**src/rtl/cop_pkg.sv**
```systemverilog
// cop_pkg: shared types and limit arithmetic for the watchdog.
// Assumes limits fit in 32-bit integer arithmetic (total width <= 30).
package cop_pkg;

    typedef enum logic {
        RATE_LONG  = 1'b0,
        RATE_SHORT = 1'b1
    } cop_rate_e;

    // Number of input clocks from a clear to the reset request.
    function automatic int cop_limit(input int tot_w, input int shift, input int trim_w);
        return (1 << (tot_w - shift)) - (1 << trim_w);
    endfunction

endpackage

```
**src/rtl/cop_bus_decode.sv**
```systemverilog
// cop_bus_decode: snoops the CPU bus for the clear address.
// A write there (data ignored) yields a one-cycle clear; a read there
// passes the reset-vector low byte through. Assumes strobes are
// valid for one clock per access.
module cop_bus_decode #(
    parameter int ADDR_W = 16,
    parameter int DATA_W = 8
) (
    input  logic [ADDR_W-1:0] bus_addr,
    input  logic              bus_wr,
    input  logic              bus_rd,
    input  logic [DATA_W-1:0] rvec_lo,
    output logic              clr,
    output logic [DATA_W-1:0] bus_rdata
);
    localparam logic [ADDR_W-1:0] CLR_ADDR = '1;

    logic hit;

    // Address match against the top of memory.
    always_comb begin
        hit = (bus_addr == CLR_ADDR);
    end

    // Clear strobe and read pass-through.
    always_comb begin
        clr       = bus_wr && hit;
        bus_rdata = (bus_rd && hit) ? rvec_lo : '0;
    end

    always_comb begin
        a_r3_rdata_zero_off_addr: assert (hit || (bus_rdata == '0));
    end

endmodule

```
**src/rtl/cop_prescaler.sv**
```systemverilog
// cop_prescaler: free-running divide stage of the watchdog.
// Zeroed by reset, by clear and by stop mode; emits a carry on wrap.
// Assumes zero_i covers clears, disables and timeouts.
module cop_prescaler #(
    parameter int PRE_W = 12
) (
    input  logic             clk,
    input  logic             rst_n,
    input  logic             zero_i,
    input  logic             stop_i,
    output logic [PRE_W-1:0] pre_q,
    output logic             carry_o
);
    localparam logic [PRE_W-1:0] PRE_MAX = '1;

    // Prescaler count register.
    always_ff @(posedge clk) begin
        if (!rst_n || zero_i || stop_i) begin
            pre_q <= '0;
        end else begin
            pre_q <= pre_q + 1'b1;
        end
    end

    // Carry into the main counter on wrap.
    always_comb begin
        carry_o = (pre_q == PRE_MAX) && !zero_i && !stop_i;
    end

    a_r7_stop_prescaler_zero: assert property (@(posedge clk) disable iff (!rst_n)
        stop_i |=> (pre_q == '0));

endmodule

```
**src/rtl/cop_counter.sv**
```systemverilog
// cop_counter: main timeout counter, advanced by prescaler carries.
// Holds its value when no carry arrives (stop mode).
module cop_counter #(
    parameter int CNT_W = 6
) (
    input  logic             clk,
    input  logic             rst_n,
    input  logic             zero_i,
    input  logic             carry_i,
    input  logic             hold_i,
    output logic [CNT_W-1:0] cnt_q
);
    // Counter register.
    always_ff @(posedge clk) begin
        if (!rst_n || zero_i) begin
            cnt_q <= '0;
        end else if (carry_i) begin
            cnt_q <= cnt_q + 1'b1;
        end
    end

    a_r7_stop_counter_holds: assert property (@(posedge clk) disable iff (!rst_n)
        (hold_i && !zero_i) |=> $stable(cnt_q));

endmodule

```
**src/rtl/cop_ctrl.sv**
```systemverilog
// cop_ctrl: disable conditions, timeout compare and reset requests.
// The blank-vector disable is sticky and only power-on reset clears it.
// Assumes stop_exec and mon_blank_entry are single-cycle pulses.
module cop_ctrl
    import cop_pkg::*;
#(
    parameter int TOT_W       = 18,
    parameter int SHORT_SHIFT = 5,
    parameter int TRIM_W      = 4
) (
    input  logic             clk,
    input  logic             rst_n,
    input  logic             por_n,
    input  logic [TOT_W-1:0] total,
    input  cop_rate_e        rate,
    input  logic             clr,
    input  logic             stop_mode,
    input  logic             stop_exec,
    input  logic             cfg_stop_dis,
    input  logic             mon_vtst_entry,
    input  logic             mon_blank_entry,
    input  logic             vtst_irq,
    input  logic             vtst_rst,
    input  logic             brk_active,
    output logic             disabled,
    output logic             timeout,
    output logic             rst_req,
    output logic             illop_req
);
    localparam int LONG_LIM  = cop_limit(TOT_W, 0, TRIM_W);
    localparam int SHORT_LIM = cop_limit(TOT_W, SHORT_SHIFT, TRIM_W);
    localparam logic [TOT_W-1:0] LONG_END  = TOT_W'(LONG_LIM - 1);
    localparam logic [TOT_W-1:0] SHORT_END = TOT_W'(SHORT_LIM - 1);

    logic             any_rst_n;
    logic             blank_q;
    logic             vtst_off;
    logic             brk_off;
    logic [TOT_W-1:0] end_val;

    // Combined reset.
    always_comb begin
        any_rst_n = rst_n && por_n;
    end

    // Sticky blank-vector monitor disable, cleared by power-on only.
    always_ff @(posedge clk) begin
        if (!por_n) begin
            blank_q <= 1'b0;
        end else if (mon_blank_entry) begin
            blank_q <= 1'b1;
        end
    end

    // Disable sources.
    always_comb begin
        vtst_off = mon_vtst_entry && (vtst_irq || vtst_rst);
        brk_off  = brk_active && vtst_rst;
        disabled = vtst_off || brk_off || blank_q;
    end

    // Terminal value for the selected rate.
    always_comb begin
        end_val = (rate == RATE_SHORT) ? SHORT_END : LONG_END;
        timeout = (total == end_val) && !disabled && !stop_mode && !clr;
    end

    // Registered watchdog reset pulse.
    always_ff @(posedge clk) begin
        if (!any_rst_n) begin
            rst_req <= 1'b0;
        end else begin
            rst_req <= timeout;
        end
    end

    // Registered illegal-opcode pulse for a forbidden STOP.
    always_ff @(posedge clk) begin
        if (!any_rst_n) begin
            illop_req <= 1'b0;
        end else begin
            illop_req <= stop_exec && cfg_stop_dis;
        end
    end

    a_r4_single_pulse: assert property (@(posedge clk) disable iff (!any_rst_n)
        rst_req |=> !rst_req);

    a_r8_off_no_request: assert property (@(posedge clk) disable iff (!any_rst_n)
        disabled |=> !rst_req);

    a_r11_illop_needs_cfg: assert property (@(posedge clk) disable iff (!any_rst_n)
        illop_req |-> $past(cfg_stop_dis));

    a_r9_blank_sticky: assert property (@(posedge clk) disable iff (!por_n)
        blank_q |=> blank_q);

endmodule

```
**src/rtl/cop_watchdog.sv**
```systemverilog
// cop_watchdog: top of the watchdog. It ties the bus decode, the
// prescaler, the counter and the control logic together. Assumes a
// single clock domain with synchronous active-low resets.
module cop_watchdog
    import cop_pkg::*;
#(
    parameter int PRE_W       = 12,
    parameter int CNT_W       = 6,
    parameter int SHORT_SHIFT = 5,
    parameter int TRIM_W      = 4,
    parameter int ADDR_W      = 16,
    parameter int DATA_W      = 8
) (
    input  logic              clk,
    input  logic              rst_n,
    input  logic              por_n,
    input  logic [ADDR_W-1:0] bus_addr,
    input  logic              bus_wr,
    input  logic              bus_rd,
    input  logic [DATA_W-1:0] rvec_lo,
    output logic [DATA_W-1:0] bus_rdata,
    input  logic              rate_sel,
    input  logic              cfg_stop_dis,
    input  logic              wait_mode,
    input  logic              stop_mode,
    input  logic              stop_exec,
    input  logic              mon_vtst_entry,
    input  logic              mon_blank_entry,
    input  logic              vtst_irq,
    input  logic              vtst_rst,
    input  logic              brk_active,
    output logic              rst_req,
    output logic              illop_req
);
    localparam int TOT_W = PRE_W + CNT_W;

    logic             any_rst_n;
    logic             clr;
    logic             disabled;
    logic             timeout;
    logic             zero;
    logic             carry;
    logic [PRE_W-1:0] pre_q;
    logic [CNT_W-1:0] cnt_q;
    logic [TOT_W-1:0] total;
    cop_rate_e        rate;

    // Reset merge, zero request and combined count view.
    always_comb begin
        any_rst_n = rst_n && por_n;
        zero      = clr || disabled || timeout;
        total     = {cnt_q, pre_q};
        rate      = cop_rate_e'(rate_sel);
    end

    cop_bus_decode #(
        .ADDR_W (ADDR_W),
        .DATA_W (DATA_W)
    ) u_dec (
        .bus_addr  (bus_addr),
        .bus_wr    (bus_wr),
        .bus_rd    (bus_rd),
        .rvec_lo   (rvec_lo),
        .clr       (clr),
        .bus_rdata (bus_rdata)
    );

    cop_prescaler #(
        .PRE_W (PRE_W)
    ) u_pre (
        .clk     (clk),
        .rst_n   (any_rst_n),
        .zero_i  (zero),
        .stop_i  (stop_mode),
        .pre_q   (pre_q),
        .carry_o (carry)
    );

    cop_counter #(
        .CNT_W (CNT_W)
    ) u_cnt (
        .clk     (clk),
        .rst_n   (any_rst_n),
        .zero_i  (zero),
        .carry_i (carry),
        .hold_i  (stop_mode),
        .cnt_q   (cnt_q)
    );

    cop_ctrl #(
        .TOT_W       (TOT_W),
        .SHORT_SHIFT (SHORT_SHIFT),
        .TRIM_W      (TRIM_W)
    ) u_ctrl (
        .clk             (clk),
        .rst_n           (rst_n),
        .por_n           (por_n),
        .total           (total),
        .rate            (rate),
        .clr             (clr),
        .stop_mode       (stop_mode),
        .stop_exec       (stop_exec),
        .cfg_stop_dis    (cfg_stop_dis),
        .mon_vtst_entry  (mon_vtst_entry),
        .mon_blank_entry (mon_blank_entry),
        .vtst_irq        (vtst_irq),
        .vtst_rst        (vtst_rst),
        .brk_active      (brk_active),
        .disabled        (disabled),
        .timeout         (timeout),
        .rst_req         (rst_req),
        .illop_req       (illop_req)
    );

    a_r6_wait_counts: assert property (@(posedge clk) disable iff (!any_rst_n)
        (wait_mode && !stop_mode && !zero) |=> (total == $past(total) + TOT_W'(1)));

    a_r1_clear_no_request: assert property (@(posedge clk) disable iff (!any_rst_n)
        clr |=> !rst_req);

endmodule

```
**config.mk**
```make
export PLATFORM = sky130hd
export DESIGN_NAME = cop_watchdog
export DESIGN_NICKNAME = d
export VERILOG_FILES = /design/src/rtl/cop_pkg.sv /design/src/rtl/cop_bus_decode.sv /design/src/rtl/cop_prescaler.sv /design/src/rtl/cop_counter.sv /design/src/rtl/cop_ctrl.sv /design/src/rtl/cop_watchdog.sv
export SDC_FILE = /design/constraint.sdc
export NUM_CORES = 1
export LEC_CHECK = 0
export BUFFER_PORTS_ARGS = -buffer_cell sky130_fd_sc_hd__buf_2
export CAP_MARGIN = 15
export CORE_AREA = 2 2 61 51
export DETAILED_ROUTE_END_ITERATION = 8
export DIE_AREA = 0 0 63 53
export GPL_TIMING_DRIVEN = 0
export PLACE_DENSITY = 0.78
export SLEW_MARGIN = 30
export SYNTH_ARGS = -nofsm -noshare
export SYNTH_HDL_FRONTEND = slang
export SYNTH_HIERARCHICAL = 1
export SYNTH_SLANG_ARGS = --single-unit
```
**constraint.sdc**
```tcl
create_clock -name clk -period 3.5 [get_ports clk]
set_clock_uncertainty 0.1 [all_clocks]
set_input_delay 0.525 -clock clk [delete_from_list [all_inputs] [get_ports clk]]
set_output_delay 0.525 -clock clk [all_outputs]
set_load 0.03 [all_outputs]
```
## After elaboration in Yosys (flattened, before gate mapping)

Cells that the tools add are included.

| word-level totals | value |
|---|---|
| register bits | 21 |
| word-level logic and storage cells | 35 |
| input bits | 39 |

| operators by class | value |
|---|---|
| mux-type cells | 2 |
| eq/ne operators | 3 |
| add/sub/neg operators | 2 |
| reduce and logical (&&, ||, !) cells | 23 |

Operators by type and width:

| cell | number |
|---|---|
| 18-bit equality test | 1 |
| 18-bit two-way mux | 1 |
| 16-bit equality test, second input constant | 1 |
| 12-bit by 1-bit adder with 12-bit output, second input constant | 1 |
| 12-bit equality test, second input constant | 1 |
| 1-bit logical AND | 11 |
| 8-bit two-way mux | 1 |
| 1-bit logical OR | 7 |
| 6-bit by 1-bit adder with 6-bit output, second input constant | 1 |
| 1-bit logical NOT | 5 |

## Logic depth before layout (Yosys ltp)

| depth | value |
|---|---|
| depth after elaboration | 12 |
| mapped depth | 13 |
| gate-level depth less buffers | 13 |

## Cells and area by module

The synthesis kept the hierarchy.

Modules (own cells, without submodules):

| module | times used | cells an instance | seq. area each (um^2) | area each (um^2) |
|---|---|---|---|---|
| cop_prescaler | 1 | 58 | 240.2 | 511.7 |
| cop_counter | 1 | 25 | 120.1 | 245.2 |
| cop_ctrl | 1 | 22 | 60.1 | 187.7 |
| cop_bus_decode | 1 | 14 | 0.0 | 110.1 |
| cop_watchdog | 1 | 2 | 0.0 | 12.5 |

## Worst setup path before layout

Ideal clock, no wire load.

| timing | value |
|---|---|
| path kind | input to register |
| from | input bus_addr[3] |
| to | register u_cnt.cnt_q[5] |
| slack | 0.007 ns |
| stages | 13 |
| setup time | 0.070 ns |
| arrival time | 3.323 ns |
| data required time | 3.330 ns |
| cells stage by stage | nand4_1 -> nor4_4 -> and2_2 -> or3b_1 -> or4_4 -> nor3_1 -> or3_1 -> nor2_1 -> nand2_1 -> nor4_1 -> nand4_2 -> or3_1 -> a21oi_1 |

| between the ends | value |
|---|---|
| word-level cells in the longest chain between the ends | 8 |

Ends and longest elaborated chain:

| item | line | source |
|---|---|---|
| start: declaration | cop_watchdog.sv:17 | `input logic [ADDR_W-1:0] bus_addr,` |
| 16-bit equality test | cop_bus_decode.sv:22 | `hit = (bus_addr == CLR_ADDR);` |
| 1-bit logical AND | cop_bus_decode.sv:27 | `clr = bus_wr && hit;` |
| net clr | cop_watchdog.sv:38 | `logic clr;` |
| 1-bit logical NOT | cop_ctrl.sv:65 | `timeout = (total == end_val) && !disabled && !stop_mode && !clr;` |
| 1-bit logical AND | cop_ctrl.sv:65 |  |
| net timeout | cop_watchdog.sv:40 | `logic timeout;` |
| 1-bit logical OR | cop_watchdog.sv:51 | `zero = clr \|\| disabled \|\| timeout;` |
| net zero | cop_watchdog.sv:41 | `logic zero;` |
| 1-bit logical NOT | cop_prescaler.sv:27 | `carry_o = (pre_q == PRE_MAX) && !zero_i && !stop_i;` |
| 1-bit logical AND (2 in series) | cop_prescaler.sv:27 |  |
| net carry | cop_watchdog.sv:42 | `logic carry;` |
| end signal: assignment | cop_counter.sv:18 | `cnt_q <= cnt_q + 1'b1;` |
| end: declaration | cop_counter.sv:11 | `output logic [CNT_W-1:0] cnt_q` |

The timed path passes the listed nets, and every way through them passes these cells.
A chain may end at the register's enable or synchronous reset.

## Worst setup path in the final report

Same ends and word-level chain as after synthesis.

==> impl_metrics.yaml <==
run_status:
  status: "completed"
worst_setup_path:
  cp_slowest_stage_delay_ns: 0.43
  end_kind: "flip-flop"
  cp-start-kind: "primary input"
  crit_type: "in2reg"
  path_cells: "buf_2 -> nand4_1 -> nor4_4 -> and2_2 -> or3b_1 -> or4_4 -> nor3_1 -> or3_1 -> nor2_1 -> nand2_1 -> nor4_4 -> nand4_2 -> or3_1 -> a21oi_1"
  rrSetupSlack_ns: 0.72
  rr_endpoint: "u_cnt/cnt_q[5]$_SDFFE_PP0P_"
  r2r-start: "u_cnt/cnt_q[2]$_SDFFE_PP0P_"
  crit_arrival_ns: 3.36
  cp_slowest_cell: "nor4_4"
  rr_worst_depth: 10
  crit_path_max_fanout: 9
  cp_data_required_time_ns: 3.64
placement:
  dp.cells: 206
  portBuffers: 47
  placedInstanceArea_mm2: 0.00135
  dpl.hpwl_mm: 2.05
  gp_congestion: 0.823
floorplan:
  core_area_mm2: 0.00270
  dieArea_mm2: 0.00334
  start_util_pct: 39.5
  placementRows: 17
  die_height_um: 53
  die_w_um: 63
  ios: 49
route:
  routed_wl_mm: 2.55
  ant_nets: 0
  via_count: 1118
  dr.pass1.iters: 4
  via_per_inst: 5.32
  wl_per_cell_um: 12.1
  drt_iter0_drc: 45
  drc_errors: 0
run:
  maxCapViolCount: 0
pwr:
  total_power_uw: 393
  p_leak_nw: 0.598
  ir_drop_v: 0.000121
  power.density_mw_per_mm2: 282
timing:
  worst_pin_slew_ns: 0.399
  finalSetupViolCount: 0
  max_slew_margin_pct: 73.2
  hold_viol_final: 0
  fmax_mhz: 310
  drv_slew: 0
  fin_crit_ns: 3.22
  rsz0062_at_grt: "no"
  whs_ns: 0.316
  post-route-period-util_pct: 92.0
final_layout:
  diodes: 0
  utilization_pct: 51.6
  fin_nets: 214
  fin_cells: 210
  areaGrowthSynthToFinish_pct: 30.5
  stdcell_area_mm2: 0.00139
  drive_gt1_share_pct: 34.9
  fill_cells: 262
hold_path:
  holdCritPathClass: "in2reg"
  min_path_cells: 2
  holdPathEnd: "u_ctrl/blank_q$_SDFFE_PN0P_"
  min_from: "mon_blank_entry"
yosys:
  yosys_warnings: 6
  synth_ff_type: "dfxtp_1"
  yosysUniqueCellTypes: 33
  syn_avg_cell_area_um2: 8.82
  ys_ff_latch: 21
  netlist_area_mm2: 0.00107
  synth_sequential_area_ratio_pct: 39.4
  synth_edf_count: 0
  synth_fp_nets: 162
  async_reset_ff_share_pct: 0
  syn_inst: 121
global_routing:
  grt_pass1_wl_mm: 4.35
  grt_max_degree: 13
  grt_use_total_pct: 16.8
  antenna_found_initial: 0
  grt_pass1_vias: 1061
  overflow: 0
clock_tree:
  clock_path_buffers: 2
  cts_buffers: 3
  htreeDepth: 1
  cts_setup_buffers: 0
  cts_root_buf: "clkbuf_4"
  path_clk_slew_ns: 0.11
  cts_tree: "yes"
  ctsHoldBuffers: 0
  cts.sinks: 21
  clk_latency_ns: 0.30
## placed cells by master (no fill, tap or decap), types with 2 or more instances in the layout
cell	Yosys	layout
nor4_4	1	2
xnor2_1	3	3
o31ai_1	3	3
nand4b_1	2	2
nand4_1	8	8
or4_1	3	3
buf_2	0	47
ha_1	2	2
xor2_1	4	4
or3_1	6	6
clkbuf_4	0	3
dfxtp_1	21	21
nand3_1	3	3
nand4_2	3	3
nand2_1	10	10
and3_1	9	9
nor2_1	13	13
a21oi_1	9	9
o21ai_0	5	5
## per-layer routing
layer / share of wire (%) / global-route usage [%] / up-vias
met5: 0 / 0 / -
met4: 1.1 / 7.78 / 0
met3: 5.2 / 2.98 / 2
met2: 52 / 32.6 / 39
met1: 41 / 18.0 / 518
li1: - / - / 559
## final cells by class
class                           instances  area (µm²)  area share [%]
Clock inverter                          1        5.00           0.359
Sequential cell                        21         420            30.2
Clock buffer                            3        22.5            1.62
Multi-Input combinational cell         98         654            47.0
Timing Repair Buffer                   47         235            16.9
Buffer                                  1        3.75           0.270
Inverter                                1        3.75           0.270
Tap cell                               38        47.5            3.41
## timing repair
| action | in CTS | in global routing |
|---|---|---|
| pin swaps | 0 | 0 |
| cloned | 0 | 0 |
| gates resized for setup | 1 | 1 |
| endpoints found under the setup margin | 1 | 1 |
## worst max-delay path, delay by kind of cell
family / cells / cell delay (ns)
AOI/OAI and AO/OA: 1 / 0.14
buffers and inverters: 1 / 0.08
and+or+nand+nor: 12 / 2.62
## cells by family after synthesis
| family | share of synthesized area, % |
|---|---|
| buf+inv | 0.703 |
| compound gates | 10.9 |
| simple gates | 40.0 |
| flops | 39.4 |
| xor+xnor | 5.74 |
| fa+ha+maj | 2.34 |
| mux | 0.938 |
## state kept, by name (all words and copies together), names as in the netlist
signal,count
u_ctrl/illop_req,1
u_ctrl/blank_q,1
u_cnt/cnt_q,6
u_pre/pre_q,12
u_ctrl/rst_req,1
## Yosys cell counts, types with 2 or more instances
| library cell | instances | area, µm² |
|---|---|---|
| nand4_2 | 3 | 37.5 |
| nand4_1 | 8 | 50.1 |
| nor2_1 | 13 | 48.8 |
| xor2_1 | 4 | 35.0 |
| o31ai_1 | 3 | 22.5 |
| xnor2_1 | 3 | 26.3 |
| nand3_1 | 3 | 15.0 |
| or3_1 | 6 | 37.5 |
| ha_1 | 2 | 25.0 |
| a21oi_1 | 9 | 45.0 |
| and3_1 | 9 | 56.3 |
| dfxtp_1 | 21 | 420 |
| nand4b_1 | 2 | 17.5 |
| or4_1 | 3 | 22.5 |
| o21ai_0 | 5 | 25.0 |
| nand2_1 | 10 | 37.5 |
## worst max-delay path by stage
stage | start | end | slack, ns | cells past startpoint
4_1_cts | bus_addr[3] | u_cnt/cnt_q[5]$_SDFFE_PP0P_ | 0.13 | 14
6_report | bus_addr[3] | u_cnt/cnt_q[5]$_SDFFE_PP0P_ | 0.28 | 14
3_5_place_dp | bus_addr[3] | u_cnt/cnt_q[5]$_SDFFE_PP0P_ | -0.51 | 14
2_1_floorplan | bus_addr[3] | u_cnt/cnt_q[5]$_SDFFE_PP0P_ | 0.007 | 13
3_3_place_gp | bus_addr[7] | u_cnt/cnt_q[5]$_SDFFE_PP0P_ | -0.40 | 14
5_1_grt | bus_addr[8] | u_cnt/cnt_q[5]$_SDFFE_PP0P_ | 0.02 | 14
## power by group
group | switching (mW) | internal (mW)
sequential | 0.000782 | 0.240
combinational | 0.0149 | 0.0195
clock | 0.0748 | 0.0426
## through the flow
stage          setup slack [ns]  setup TNS [ns]
2_1_floorplan           0.00714               0
3_3_place_gp             -0.404          -0.766
3_5_place_dp             -0.510           -1.35
4_1_cts                   0.125               0
5_1_grt                  0.0250               0
6_report                  0.279               0
Power figures use the tool's default switching activity.
